File: src/rtl/opscreen_pkg.sv
package opscreen_pkg;
  localparam int BYTE_W = 8;
  localparam int N_HARD = 4;
  localparam int N_USER = 6;

  typedef logic [BYTE_W-1:0] byte_t;

  // Forbidden whenever protection is on
  localparam byte_t HARD_OPS [N_HARD] = '{8'h02, 8'h42, 8'hDB, 8'hFB};
  // Forbidden to user processes only
  localparam byte_t USER_OPS [N_USER] = '{8'h22, 8'h40, 8'h5C, 8'h6B, 8'h78, 8'hDC};
  localparam byte_t SETBITS_OP = 8'hE2;
  localparam byte_t IRQMASK_IMM = 8'h04;

  typedef enum logic [1:0] {
    CYC_IDLE    = 2'd0,
    CYC_OPERAND = 2'd1,
    CYC_DATA    = 2'd2,
    CYC_OPCODE  = 2'd3
  } busCycle_e;

  typedef enum logic [1:0] {
    MODE_REAL   = 2'd0,
    MODE_USER   = 2'd1,
    MODE_KERNEL = 2'd2,
    MODE_SPARE  = 2'd3
  } privMode_e;

  typedef enum logic [1:0] {
    VC_NONE    = 2'd0,
    VC_NEVER   = 2'd1,
    VC_USER    = 2'd2,
    VC_IRQMASK = 2'd3
  } violClass_e;

  typedef struct packed {
    logic opcodeStrobe;   // instruction fetch this cycle
    logic operandStrobe;  // operand fetch right after a status-set fetch
    logic protMode;       // any mode other than real
    logic userMode;       // user mode
  } screenStrobes_t;
endpackage

File: src/rtl/opscreen_ctrl.sv
module opscreen_ctrl
  import opscreen_pkg::*;
(
  input  logic           clk,
  input  logic           rst_n,
  input  busCycle_e      busCycle,
  input  privMode_e      privMode,
  input  logic           setBitsSeen,
  output screenStrobes_t strobes
);
  logic armed;

  // One cycle of memory: only an instruction fetch of the status-set
  // opcode arms; every other cycle, including the operand fetch, disarms.
  always_ff @(posedge clk) begin
    if (!rst_n) armed <= 1'b0;
    else        armed <= (busCycle == CYC_OPCODE) && setBitsSeen;
  end

  always_comb begin
    strobes.opcodeStrobe  = (busCycle == CYC_OPCODE);
    strobes.operandStrobe = (busCycle == CYC_OPERAND) && armed;
    strobes.protMode      = (privMode != MODE_REAL);
    strobes.userMode      = (privMode == MODE_USER);
  end
endmodule

File: src/rtl/opscreen_dpath.sv
module opscreen_dpath
  import opscreen_pkg::*;
(
  input  logic           clk,
  input  logic           rst_n,
  input  byte_t          dataByte,
  input  screenStrobes_t strobes,
  output logic           setBitsSeen,
  output logic           violation,
  output violClass_e     violClass
);
  logic [N_HARD-1:0] hardHit;
  logic [N_USER-1:0] userHit;

  for (genvar i = 0; i < N_HARD; i++) begin : g_hard
    assign hardHit[i] = (dataByte == HARD_OPS[i]);
  end
  for (genvar j = 0; j < N_USER; j++) begin : g_user
    assign userHit[j] = (dataByte == USER_OPS[j]);
  end

  assign setBitsSeen = (dataByte == SETBITS_OP);

  logic neverHit, userOnlyHit, maskHit;
  violClass_e classNext;

  always_comb begin
    neverHit    = strobes.opcodeStrobe && strobes.protMode && (|hardHit);
    userOnlyHit = strobes.opcodeStrobe && strobes.userMode && (|userHit);
    maskHit     = strobes.operandStrobe && strobes.userMode && (dataByte == IRQMASK_IMM);
    if (neverHit)         classNext = VC_NEVER;
    else if (userOnlyHit) classNext = VC_USER;
    else if (maskHit)     classNext = VC_IRQMASK;
    else                  classNext = VC_NONE;
  end

  always_ff @(posedge clk) begin
    if (!rst_n) begin
      violation <= 1'b0;
      violClass <= VC_NONE;
    end else begin
      violation <= (classNext != VC_NONE);
      violClass <= classNext;
    end
  end
endmodule

File: src/rtl/opcode_screen.sv
module opcode_screen
  import opscreen_pkg::*;
(
  input  logic       clk,
  input  logic       rst_n,
  input  logic [1:0] busCycle,
  input  logic [7:0] dataByte,
  input  logic [1:0] privMode,
  output logic       violation,
  output logic [1:0] violClass
);
  screenStrobes_t strobes;
  logic           setBitsSeen;
  violClass_e     classOut;

  opscreen_ctrl u_ctrl (
    .clk        (clk),
    .rst_n      (rst_n),
    .busCycle   (busCycle_e'(busCycle)),
    .privMode   (privMode_e'(privMode)),
    .setBitsSeen(setBitsSeen),
    .strobes    (strobes)
  );

  opscreen_dpath u_dpath (
    .clk        (clk),
    .rst_n      (rst_n),
    .dataByte   (dataByte),
    .strobes    (strobes),
    .setBitsSeen(setBitsSeen),
    .violation  (violation),
    .violClass  (classOut)
  );

  assign violClass = classOut;
endmodule

File: config.mk
export PLATFORM = sky130hd
export DESIGN_NAME = opcode_screen
export DESIGN_NICKNAME = d
export VERILOG_FILES = /design/src/rtl/opscreen_pkg.sv /design/src/rtl/opscreen_ctrl.sv /design/src/rtl/opscreen_dpath.sv /design/src/rtl/opcode_screen.sv
export SDC_FILE = /design/constraint.sdc
export NUM_CORES = 1
export LEC_CHECK = 0
export BUFFER_PORTS_ARGS = -buffer_cell sky130_fd_sc_hd__buf_2
export CAP_MARGIN = 15
export CORE_AREA = 10 10 47 49
export DETAILED_ROUTE_END_ITERATION = 8
export DIE_AREA = 0 0 57 59
export GPL_TIMING_DRIVEN = 0
export RECOVER_POWER = 25
export SLEW_MARGIN = 5
export SYNTH_ARGS = -nofsm -noshare
export SYNTH_HDL_FRONTEND = slang
export SYNTH_SLANG_ARGS = --single-unit
File: constraint.sdc
create_clock -name clk -period 3.6 [get_ports clk]
set_input_delay 0.36 -clock clk [delete_from_list [all_inputs] [get_ports clk]]
set_output_delay 0.36 -clock clk [all_outputs]
set_load 0.01 [all_outputs]
==> impl_metrics.csv, run 1 <==
group,metric,value,unit
sta,finalCritPeriodShare,53.2,%
route,wl_met1,356,um
placed_design,place_congestion,0.807,
power_and_ir_drop,p_int,0.0000911,W
synth,syn_inst,35,
power_and_ir_drop,p_switching,0.0000274,W
grt,grt_pass1_wl,1410,um
synth,ys_warn_count,0,
synth,ys_seq_area_share,28.1,%
sta,finClkSkew,0.00274,ns
final_layout,regArea,80.1,um^2
final_layout,syn2layout_area_growth,42.1,%
worst_setup_path,reg2reg_depth,4,
clock_network,clock-sinks,4,
synth,synthArstFlopShare,0,%
synth,syn_avg_cell_area,8.15,um^2
placed_design,port_buffers,16,
final_layout,multi_input_area,195,um^2
grt,antenna_found_initial,0,
sta,slew_headroom,78.5,%
synth,synth_flop_cell,"dfxtp_1",
final_layout,fin_nets,70,
clock_network,clk_path_buf_depth,2,
power_and_ir_drop,swShare,23.1,%
route,wl_met3,116,um
power_and_ir_drop,power_leakage,0.191,nW
route,num_vias,336,
worst_setup_path,end_kind,"register",
power_and_ir_drop,p_seq_share,37.7,%
die,rows,14,
power_and_ir_drop,combPwrFrac,16.7,%
die,core_area,1400,um^2
grt,grt_max_degree,7,
synth,yosysUniqueCellTypes,24,
synth,synth_top_family_by_area,"simple AND/OR/NAND/NOR gates",
clock_network,clk_pin_slew_worst_paths,0.03,ns
route,top_layer_used,"met3",
clock_network,cts_buffers,3,
sta,hold_violations,0,
route,route.met2.wl,381,um
die,die_h,59,um
synth,yosys.area_share.adder,0,%
synth,synth.area.mux_share,3.51,%
hold_path,hold_path.class,"in2reg",
worst_setup_path,path_class,"in2reg",
synth,synth_nets,49,
clock_network,cts_tree,"done",
power_and_ir_drop,ir_worst_vdd,0.0000534,V
sta,final-setup-viol-count,0,
clock_network,post_cts_resized,0,
power_and_ir_drop,pwr_density_cell,292,nW/um^2
final_layout,nFillCells,166,
worst_setup_path,ff2ff_setup_slack,2.41,ns
worst_setup_path,critical_path.max_stage_delay,0.54,ns
sta,maxSlewViolCount,0,
final_layout,drive_gt1_share,40.7,%
run_status,status,"finished, final reports clean",
synth,synthesis.area,285,um^2
synth,synth-simple-area-share,53.1,%
worst_setup_path,required,3.77,ns
hold_path,min_path_cells,3,
route,viasPerCell,4.80,
clock_network,clock_latency,0.23,ns
placed_design,dp_hpwl,738,um
final_layout,diodes,0,
route,drt_iter0_markers,4,
power_and_ir_drop,pwr-share-clk,45.7,%
route,routed_wl,854,um
worst_setup_path,crit_path_cell_trace,"buf_2, or2_0, or4b_4, or4_4, a21oi_2, nand2b_1",
sta,rsz0062_at_grt,"false",
grt,grt_overflow_total,0,
final_layout,final_cell_mix,"buf_2 (16), nor2_1 (5), dfxtp_1 (4), clkbuf_4 (3)",
grt,grt_pass1_vias,364,
route,antenna_left,0,
sta,tightest_slew,0.318,ns
clock_network,post_cts_buffers,0,
placed_design,pre_cts_slack,1.48,ns
synth,synth_compound_area_share,12.7,%
die,die_x,57,um
synth,ys_seq_elements,4,
die,start_util,20.4,%
grt,grt.total_usage,5.24,%
hold_path,hp-start,"rst_n",
synth,synth_edf_count,0,
clock_network,htreeDepth,1,
worst_setup_path,slowest_stage,"or4b_4",
worst_setup_path,r2r_start,"u_ctrl.armed$_SDFF_PN0_",
final_layout,layout_commonest_cell,"buf_2",
worst_setup_path,crit_fanout,4,
worst_setup_path,worstPathArrival,2.09,ns
worst_setup_path,crit_path_start_kind,"input port",
synth,synth_xor_area_share,0,%
die,ios,17,
sta,tns,0,ns
clock_network,holdBufCountCts,0,
sta,fin_crit,1.91,ns
route,drt_first_pass_iters,4,
sta,worst_slack,1.69,ns
sta,fmax,522,MHz
run,maxCapViolations,0,
hold_path,min_to,"u_dpath.violClass[0]$_SDFF_PN0_",
clock_network,cts_root_buf,"clkbuf_4",
die,die_area,3360,um^2
route,drcViolationCount,0,
route,wl_per_cell,12.2,um
worst_setup_path,worstReg2RegEnd,"u_dpath.violation$_SDFF_PN0_",
metal layers:
metal  vias to the layer above  GRT usage [%]
li1                        174              -
met1                       145           5.36
met2                        17           7.75
met3                         0           3.00
met4                         0           4.03
met5                         -              0
metrics by stage:
step	total power [W]	util, %	area (um^2)	hold WS [ns]	instances
6_report	0.000118	28.9	405	0.396	70
5_1_grt	0.000130	28.9	405	0.420	70
4_1_cts	0.000123	29.1	408	0.390	70
3_5_place_dp	0.0000657	27.5	385	0.581	67
3_3_place_gp	0.0000653	27.5	385	0.580	67
2_1_floorplan	0.0000529	-	285	0.505	35
worst max path at each step:
stage                      from                           end  slack (ns)  cells after the start
detailed placement  dataByte[0]  u_dpath.violation$_SDFF_PN0_        1.48                      6
floorplan           dataByte[0]  u_dpath.violation$_SDFF_PN0_        1.67                      5
global route        dataByte[0]  u_dpath.violation$_SDFF_PN0_        1.59                      6
global placement    dataByte[0]  u_dpath.violation$_SDFF_PN0_        1.51                      6
finish              dataByte[0]  u_dpath.violation$_SDFF_PN0_        1.69                      6
CTS                 dataByte[0]  u_dpath.violation$_SDFF_PN0_        1.72                      6
cell families (layout without fill, tap and decap cells):
logic type,Yosys count,after routing
DFF,4,4
muxes,1,1
and+or+nand+nor,23,23
buffers and inverters,2,21
AOI/OAI and AO/OA,5,5
area by class of cell:
| class | instances | share of cell area [%] |
|---|---|---|
| flip-flops and latches | 4 | 19.8 |
| multi-input cells | 29 | 48.1 |
| clock buffers | 3 | 5.56 |
| inverters | 2 | 1.85 |
| well taps | 16 | 4.94 |
| repair buffers | 16 | 19.8 |
critical path, delay by kind of cell:
family | cells | cell delay, ns
AO/OA/AOI/OAI | 1 | 0.16
buffers and inverters | 1 | 0.11
AND/OR/NAND/NOR | 4 | 1.46
power groups by stage:
| stage | Combinational [W] | Sequential, W | Clock (W) |
|---|---|---|---|
| floorplan | 0.00000751 | 0.0000454 | 0 |
| global placement | 0.0000200 | 0.0000453 | 0 |
| detailed placement | 0.0000204 | 0.0000453 | 0 |
| CTS | 0.0000204 | 0.0000446 | 0.0000585 |
| global route | 0.0000226 | 0.0000446 | 0.0000624 |
| finish | 0.0000197 | 0.0000446 | 0.0000541 |
state kept, by name, indices dropped and copies added, names as in the netlist:
name and cells:
u_dpath.violation 1, u_dpath.violClass 2, u_ctrl.armed 1
synthesized netlist by cell type (all sizes together), types with 2 or more instances:
cell type | count | area [um^2]
nand3 | 2 | 10.0
o21ai | 2 | 10.0
and3 | 2 | 12.5
inv | 2 | 7.51
nor4 | 2 | 12.5
dfxtp | 4 | 80.1
nor2 | 5 | 18.8
Note: power is estimated with default switching activity, not from simulation.
==> run 2, diff against run 1 <==
--- a/config.mk
+++ b/config.mk
@@ -5,6 +5,7 @@
 export SDC_FILE = /design/constraint.sdc
 export NUM_CORES = 1
 export LEC_CHECK = 0
+export ABC_AREA = 1
 export BUFFER_PORTS_ARGS = -buffer_cell sky130_fd_sc_hd__buf_2
 export CAP_MARGIN = 15
 export CORE_AREA = 10 10 47 49
==> constraint.sdc (replaced) <==
create_clock -name clk -period 1.7 [get_ports clk]
set_input_delay 0.17 -clock clk [delete_from_list [all_inputs] [get_ports clk]]
set_output_delay 0.17 -clock clk [all_outputs]
set_load 0.01 [all_outputs]
==> impl_metrics.csv, run 2 <==
group,metric,value,unit
run_status,status,"finished, final reports clean",
final_layout,nFillCells,172,
power_and_ir_drop,p_seq_share,36.5,%
route,drt_first_pass_iters,4,
grt,grt_pass1_vias,423,
synth,synth_top_area_share,30.3,%
sta,final-setup-viol-count,0,
power_and_ir_drop,pwr-share-clk,45.2,%
synth,ys_seq_area_share,24.0,%
final_layout,layout_commonest_cell,"nand2_1",
synth,synth_edf_count,0,
placed_design,pre_cts_slack,0.643,ns
clock_network,clock_latency,0.24,ns
clock_network,clock-sinks,4,
clock_network,post_cts_resized,0,
placed_design,place_congestion,0.832,
synth,syn_avg_cell_area,5.22,um^2
sta,tns,0,ns
power_and_ir_drop,p_int,0.000193,W
worst_setup_path,crit_path_frequent_cell,"nand2_1",
worst_setup_path,crit_path_cell_trace,"nand2_1, nor3_1, nand3_2, nand2_1, nand2_1, nand2_1",
sta,maxSlewViolCount,0,
sta,tightest_slew,0.262,ns
grt,grt.total_usage,6.04,%
synth,ys_seq_elements,4,
worst_setup_path,worstPathArrival,1.09,ns
placed_design,port_buffers,16,
final_layout,regArea,80.1,um^2
power_and_ir_drop,p_switching,0.0000662,W
synth,yosysMostFrequentCell,"nand2_1",
die,die_x,57,um
synth,synthArstFlopShare,0,%
clock_network,cts_buffers,3,
die,die_area,3360,um^2
synth,synth_nets,78,
grt,grt_pass1_wl,1590,um
sta,rsz0062_at_grt,"false",
synth,ys_warn_count,0,
final_layout,multi_input_area,213,um^2
hold_path,hp-start,"rst_n",
sta,finClkSkew,0.00582,ns
worst_setup_path,critical_path.max_stage_delay,0.30,ns
die,start_util,23.8,%
worst_setup_path,crit_fanout,2,
sta,worst_slack,0.790,ns
clock_network,holdBufCountCts,0,
grt,grt_max_degree,5,
final_layout,syn2layout_area_growth,36.3,%
synth,syn_inst,64,
sta,finalCritPeriodShare,53.5,%
final_layout,final_cell_mix,"nand2_1 (27), buf_2 (15), nor2_1 (11), inv_1 (9), dfxtp_1 (4)",
synth,synthesis.area,334,um^2
sta,hold_violations,0,
worst_setup_path,critPathLaunch,"u_ctrl.armed$_SDFF_PN0_",
sta,fmax,1100,MHz
final_layout,largest_registers,"u_dpath.violClass: 2 flops, u_ctrl.armed: 1 flops, u_dpath.violation: 1 flops",
clock_network,clk_path_buf_depth,2,
grt,antenna_found_initial,0,
route,viasPerCell,4.26,
worst_setup_path,crit_path_start_kind,"register",
die,rows,14,
power_and_ir_drop,power_leakage,0.286,nW
clock_network,htreeDepth,1,
final_layout,top_register,"u_dpath.violClass",
final_layout,diodes,0,
power_and_ir_drop,pwr_density_cell,568,nW/um^2
power_and_ir_drop,swShare,25.6,%
clock_network,post_cts_buffers,0,
route,num_vias,422,
power_and_ir_drop,ir_worst_vdd,0.000473,V
worst_setup_path,slowest_stage,"dfxtp_1",
final_layout,largest_reg_flops,2,
hold_path,hold_path.class,"in2reg",
grt,grt_overflow_total,0,
synth,yosysUniqueCellTypes,12,
clock_network,cts_tree,"done",
clock_network,clk_pin_slew_worst_paths,0.04,ns
route,drcViolationCount,0,
sta,fin_crit,0.910,ns
clock_network,cts_root_buf,"clkbuf_4",
synth,synth.area.top_cells,"nand2_1 (30%), dfxtp_1 (24%), nor2_1 (12%)",
final_layout,fin_nets,99,
route,wl_per_cell,9.12,um
route,antenna_left,0,
die,core_area,1400,um^2
worst_setup_path,required,1.88,ns
synth,synth_top_area_cell,"nand2_1",
placed_design,dp_hpwl,796,um
route,drt_iter0_markers,10,
synth,synthTopCellsByCount,"nand2_1 (27), nor2_1 (11), inv_1 (9)",
worst_setup_path,end_kind,"register",
run,maxCapViolations,0,
die,die_h,59,um
worst_setup_path,path_class,"reg2reg",
die,ios,17,
sta,slew_headroom,82.3,%
power_and_ir_drop,combPwrFrac,18.3,%
synth,synth_flop_cell,"dfxtp_1",
worst_setup_path,r2r_start,"u_ctrl.armed$_SDFF_PN0_",
final_layout,drive_gt1_share,25.3,%
route,routed_wl,903,um
==> run 2: changes by cell type after synthesis, moves of 2 or more <==
| cell | change |
|---|---|
| and3_1 | -2 |
| inv_1 | +7 |
| nor4_1 | -2 |
| nand2_1 | +26 |
| inv_2 | +2 |
| nor2_1 | +6 |
| nor3_1 | +3 |
==> run 2: per-layer routing <==
| layer | vias to the layer above | routed length (um) | global-route usage [%] |
|---|---|---|---|
| met1 | 177 | 348 | 5.32 |
| met5 | - | 0 | 0 |
| met2 | 11 | 500 | 10.4 |
| li1 | 234 | - | - |
| met3 | 0 | 55 | 4.08 |
| met4 | 0 | 0 | 3.02 |
==> run 2: critical path, delay by kind of cell (launching register included) <==
kind	cells	cell delay, ns
DFF	1	0.30
and+or+nand+nor	6	0.56
==> run 2: final timing paths <==
check / cells past startpoint / slack [ns] / to
worst min register to register: 6 / 0.66 / u_dpath.violClass[1]$_SDFF_PN0_
worst max-delay path: 6 / 0.79 / u_dpath.violation$_SDFF_PN0_
worst max register to register: 6 / 0.79 / u_dpath.violation$_SDFF_PN0_
worst min-delay path: 3 / 0.18 / u_dpath.violClass[0]$_SDFF_PN0_
==> run 2: cells by family after synthesis <==
kind of cell | count (synthesis) | synth area share (%)
DFF | 4 | 24.0
buffers and inverters | 11 | 12.4
AOI/OAI and AO/OA | 1 | 2.25
and+or+nand+nor | 48 | 61.4
==> run 2: power by group through the flow <==
| stage | logic, W | registers, W | clock network, W |
|---|---|---|---|
| after detailed placement | 0.0000480 | 0.0000960 | 0 |
| final | 0.0000473 | 0.0000946 | 0.000117 |
| after floorplan | 0.0000226 | 0.0000960 | 0 |
| after global routing | 0.0000564 | 0.0000944 | 0.000133 |
| after CTS | 0.0000481 | 0.0000945 | 0.000123 |
| after global placement | 0.0000481 | 0.0000960 | 0 |
==> run 2: area by class of cell <==
type	count	area share, %
inverters	11	9.07
clock buffers	3	4.95
flip-flops and latches	4	17.6
well taps	16	4.40
multi-input cells	49	46.7
repair buffers	16	17.3
==> run 2: through the flow <==
stage | util [%] | power [W] | cell area, um^2 | instances | hold slack [ns]
after global placement | 31.0 | 0.000144 | 434 | 96 | 0.413
after CTS | 32.6 | 0.000266 | 457 | 99 | 0.177
after detailed placement | 31.0 | 0.000144 | 434 | 96 | 0.422
final | 32.5 | 0.000259 | 455 | 99 | 0.182
after global routing | 32.5 | 0.000284 | 455 | 99 | 0.203
after floorplan | - | 0.000119 | 334 | 64 | 0.286
==> run 3, diff against run 2 <==
==> constraint.sdc (replaced) <==
create_clock -name clk -period 0.9 [get_ports clk]
set_input_delay 0.09 -clock clk [delete_from_list [all_inputs] [get_ports clk]]
set_output_delay 0.09 -clock clk [all_outputs]
set_load 0.01 [all_outputs]
==> impl_metrics.csv, run 3 (same netlist as run 2, synthesis figures left out) <==
group,metric,value,unit
run_status,status,"finished, final reports clean",
route,routed_wl,916,um
grt,grt_overflow_total,0,
clock_network,clock_latency,0.24,ns
final_layout,largest_reg_flops,2,
grt,grt.total_usage,6.17,%
clock_network,clock-sinks,4,
power_and_ir_drop,combPwrFrac,18.5,%
die,core_area,1400,um^2
worst_setup_path,required,1.08,ns
placed_design,port_buffers,16,
worst_setup_path,crit_path_cell_trace,"nand2_1, nor3_2, nand3_2, nand2_2, nand2_2, nand2_1",
clock_network,htreeDepth,1,
hold_path,min_path_cells,3,
clock_network,cts_buffers,3,
worst_setup_path,r2r_start,"u_ctrl.armed$_SDFF_PN0_",
final_layout,drive_gt1_share,31.3,%
sta,finClkSkew,0.00582,ns
worst_setup_path,crit_path_start_kind,"register",
route,drt_iter0_markers,11,
route,drt_first_pass_iters,4,
run,maxCapViolations,0,
placed_design,dp_hpwl,796,um
sta,slew_headroom,82.2,%
hold_path,hp-start,"rst_n",
hold_path,hold_path.class,"in2reg",
worst_setup_path,critical_path.max_stage_delay,0.30,ns
power_and_ir_drop,p_seq_share,36.4,%
final_layout,nFillCells,172,
placed_design,pre_cts_slack,-0.0770,ns
power_and_ir_drop,ir_worst_vdd,0.000894,V
clock_network,post_cts_buffers,0,
sta,worst_slack,0.00706,ns
worst_setup_path,worstReg2RegEnd,"u_dpath.violation$_SDFF_PN0_",
sta,tns,0,ns
sta,tightest_slew,0.264,ns
final_layout,largest_registers,"u_dpath.violClass: 2 flops, u_ctrl.armed: 1 flops, u_dpath.violation: 1 flops",
power_and_ir_drop,power_leakage,0.287,nW
route,wl_per_cell,9.25,um
sta,maxSlewViolCount,0,
clock_network,cts_root_buf,"clkbuf_4",
sta,finalCritPeriodShare,99.2,%
worst_setup_path,reg2reg_depth,6,
sta,rsz0062_at_grt,"true",
route,num_vias,424,
final_layout,layout_commonest_cell,"nand2_1",
sta,fin_crit,0.893,ns
final_layout,fin_nets,99,
hold_path,min_to,"u_dpath.violClass[1]$_SDFF_PN0_",
sta,hold_violations,0,
worst_setup_path,ff2ff_setup_slack,0.007,ns
grt,grt_pass1_vias,425,
clock_network,clk_path_buf_depth,2,
power_and_ir_drop,swShare,25.8,%
route,antenna_left,0,
grt,antenna_found_initial,0,
worst_setup_path,slowest_stage,"dfxtp_1",
sta,final-setup-viol-count,0,
final_layout,final_cell_mix,"nand2_1 (23), buf_2 (15), nor2_1 (11), inv_1 (9)",
sta,fmax,1120,MHz
clock_network,clk_pin_slew_worst_paths,0.04,ns
final_layout,syn2layout_area_growth,40.8,%
worst_setup_path,crit_fanout,2,
die,ios,17,
grt,grt_max_degree,5,
power_and_ir_drop,p_switching,0.000127,W
die,start_util,23.8,%
route,viasPerCell,4.28,
route,drcViolationCount,0,
power_and_ir_drop,pwr-share-clk,45.1,%
power_and_ir_drop,p_int,0.000364,W
grt,grt_pass1_wl,1630,um
die,die_area,3360,um^2
placed_design,dp.cells,96,
final_layout,diodes,0,
final_layout,top_register,"u_dpath.violClass",
die,die_x,57,um
clock_network,cts_tree,"done",
die,die_h,59,um
power_and_ir_drop,pwr_density_cell,1040,nW/um^2
placed_design,place_congestion,0.832,
worst_setup_path,worstPathArrival,1.07,ns
die,rows,14,
final_layout,final_cells,99,
worst_setup_path,end_kind,"register",
worst_setup_path,path_class,"reg2reg",
-- run 3: worst max-delay path by stage --
stage / to / depth (start not counted) / start / slack, ns
3_5_place_dp: u_dpath.violation$_SDFF_PN0_ / 10 / dataByte[4] / -0.08
6_report: u_dpath.violation$_SDFF_PN0_ / 6 / u_ctrl.armed$_SDFF_PN0_ / 0.007
5_1_grt: u_dpath.violation$_SDFF_PN0_ / 6 / u_ctrl.armed$_SDFF_PN0_ / -0.1
4_1_cts: u_dpath.violation$_SDFF_PN0_ / 6 / u_ctrl.armed$_SDFF_PN0_ / 0.02
3_3_place_gp: u_dpath.violation$_SDFF_PN0_ / 10 / dataByte[4] / -0.07
2_1_floorplan: u_dpath.violation$_SDFF_PN0_ / 6 / u_ctrl.armed$_SDFF_PN0_ / 0.07
-- run 3: cell type report --
type / count / area, um^2 / area share, %
multi-input combinational: 49 / 228 / 48.4
sequential: 4 / 80.1 / 17.0
timing repair buffer: 16 / 78.8 / 16.8
inverter: 11 / 41.3 / 8.78
clock buffer: 3 / 22.5 / 4.79
tap: 16 / 20.0 / 4.26
-- run 3: metrics by stage --
stage                     utilization (%)  hold WS (ns)  power (W)  area (um^2)
after detailed placement             31.0         0.342   0.000272          434
after global placement               31.0         0.333   0.000272          434
after CTS                            32.9        0.0971   0.000503          462
after floorplan                         -         0.206   0.000224          334
after global routing                 33.6         0.112   0.000538          470
final                                33.6         0.101   0.000491          470
-- run 3: timing repair --
item / CTS / global route
gates resized for setup: 1 / 4
setup endpoints to repair: 3 / 3
hold buffers: 0 / 0
pin swaps: 0 / 4
-- run 3: critical path, delay by kind of cell, from the launching register on --
kind / cells / cell delay (ns)
simple gates: 6 / 0.53
flops: 1 / 0.30
-- run 3: routing by layer --
metal / share of wire [%] / GRT usage (%)
met1: 40 / 5.56
met2: 56 / 10.5
met3: 4.3 / 4.08
met4: 0 / 3.02
met5: 0 / 0
-- run 3: power by group through the flow --
stage	combinational, W	clock (W)	sequential [W]
2_1_floorplan	0.0000426	0	0.000181
3_3_place_gp	0.0000908	0	0.000181
3_5_place_dp	0.0000906	0	0.000181
4_1_cts	0.0000918	0.000233	0.000179
5_1_grt	0.000108	0.000251	0.000178
6_report	0.0000910	0.000221	0.000179
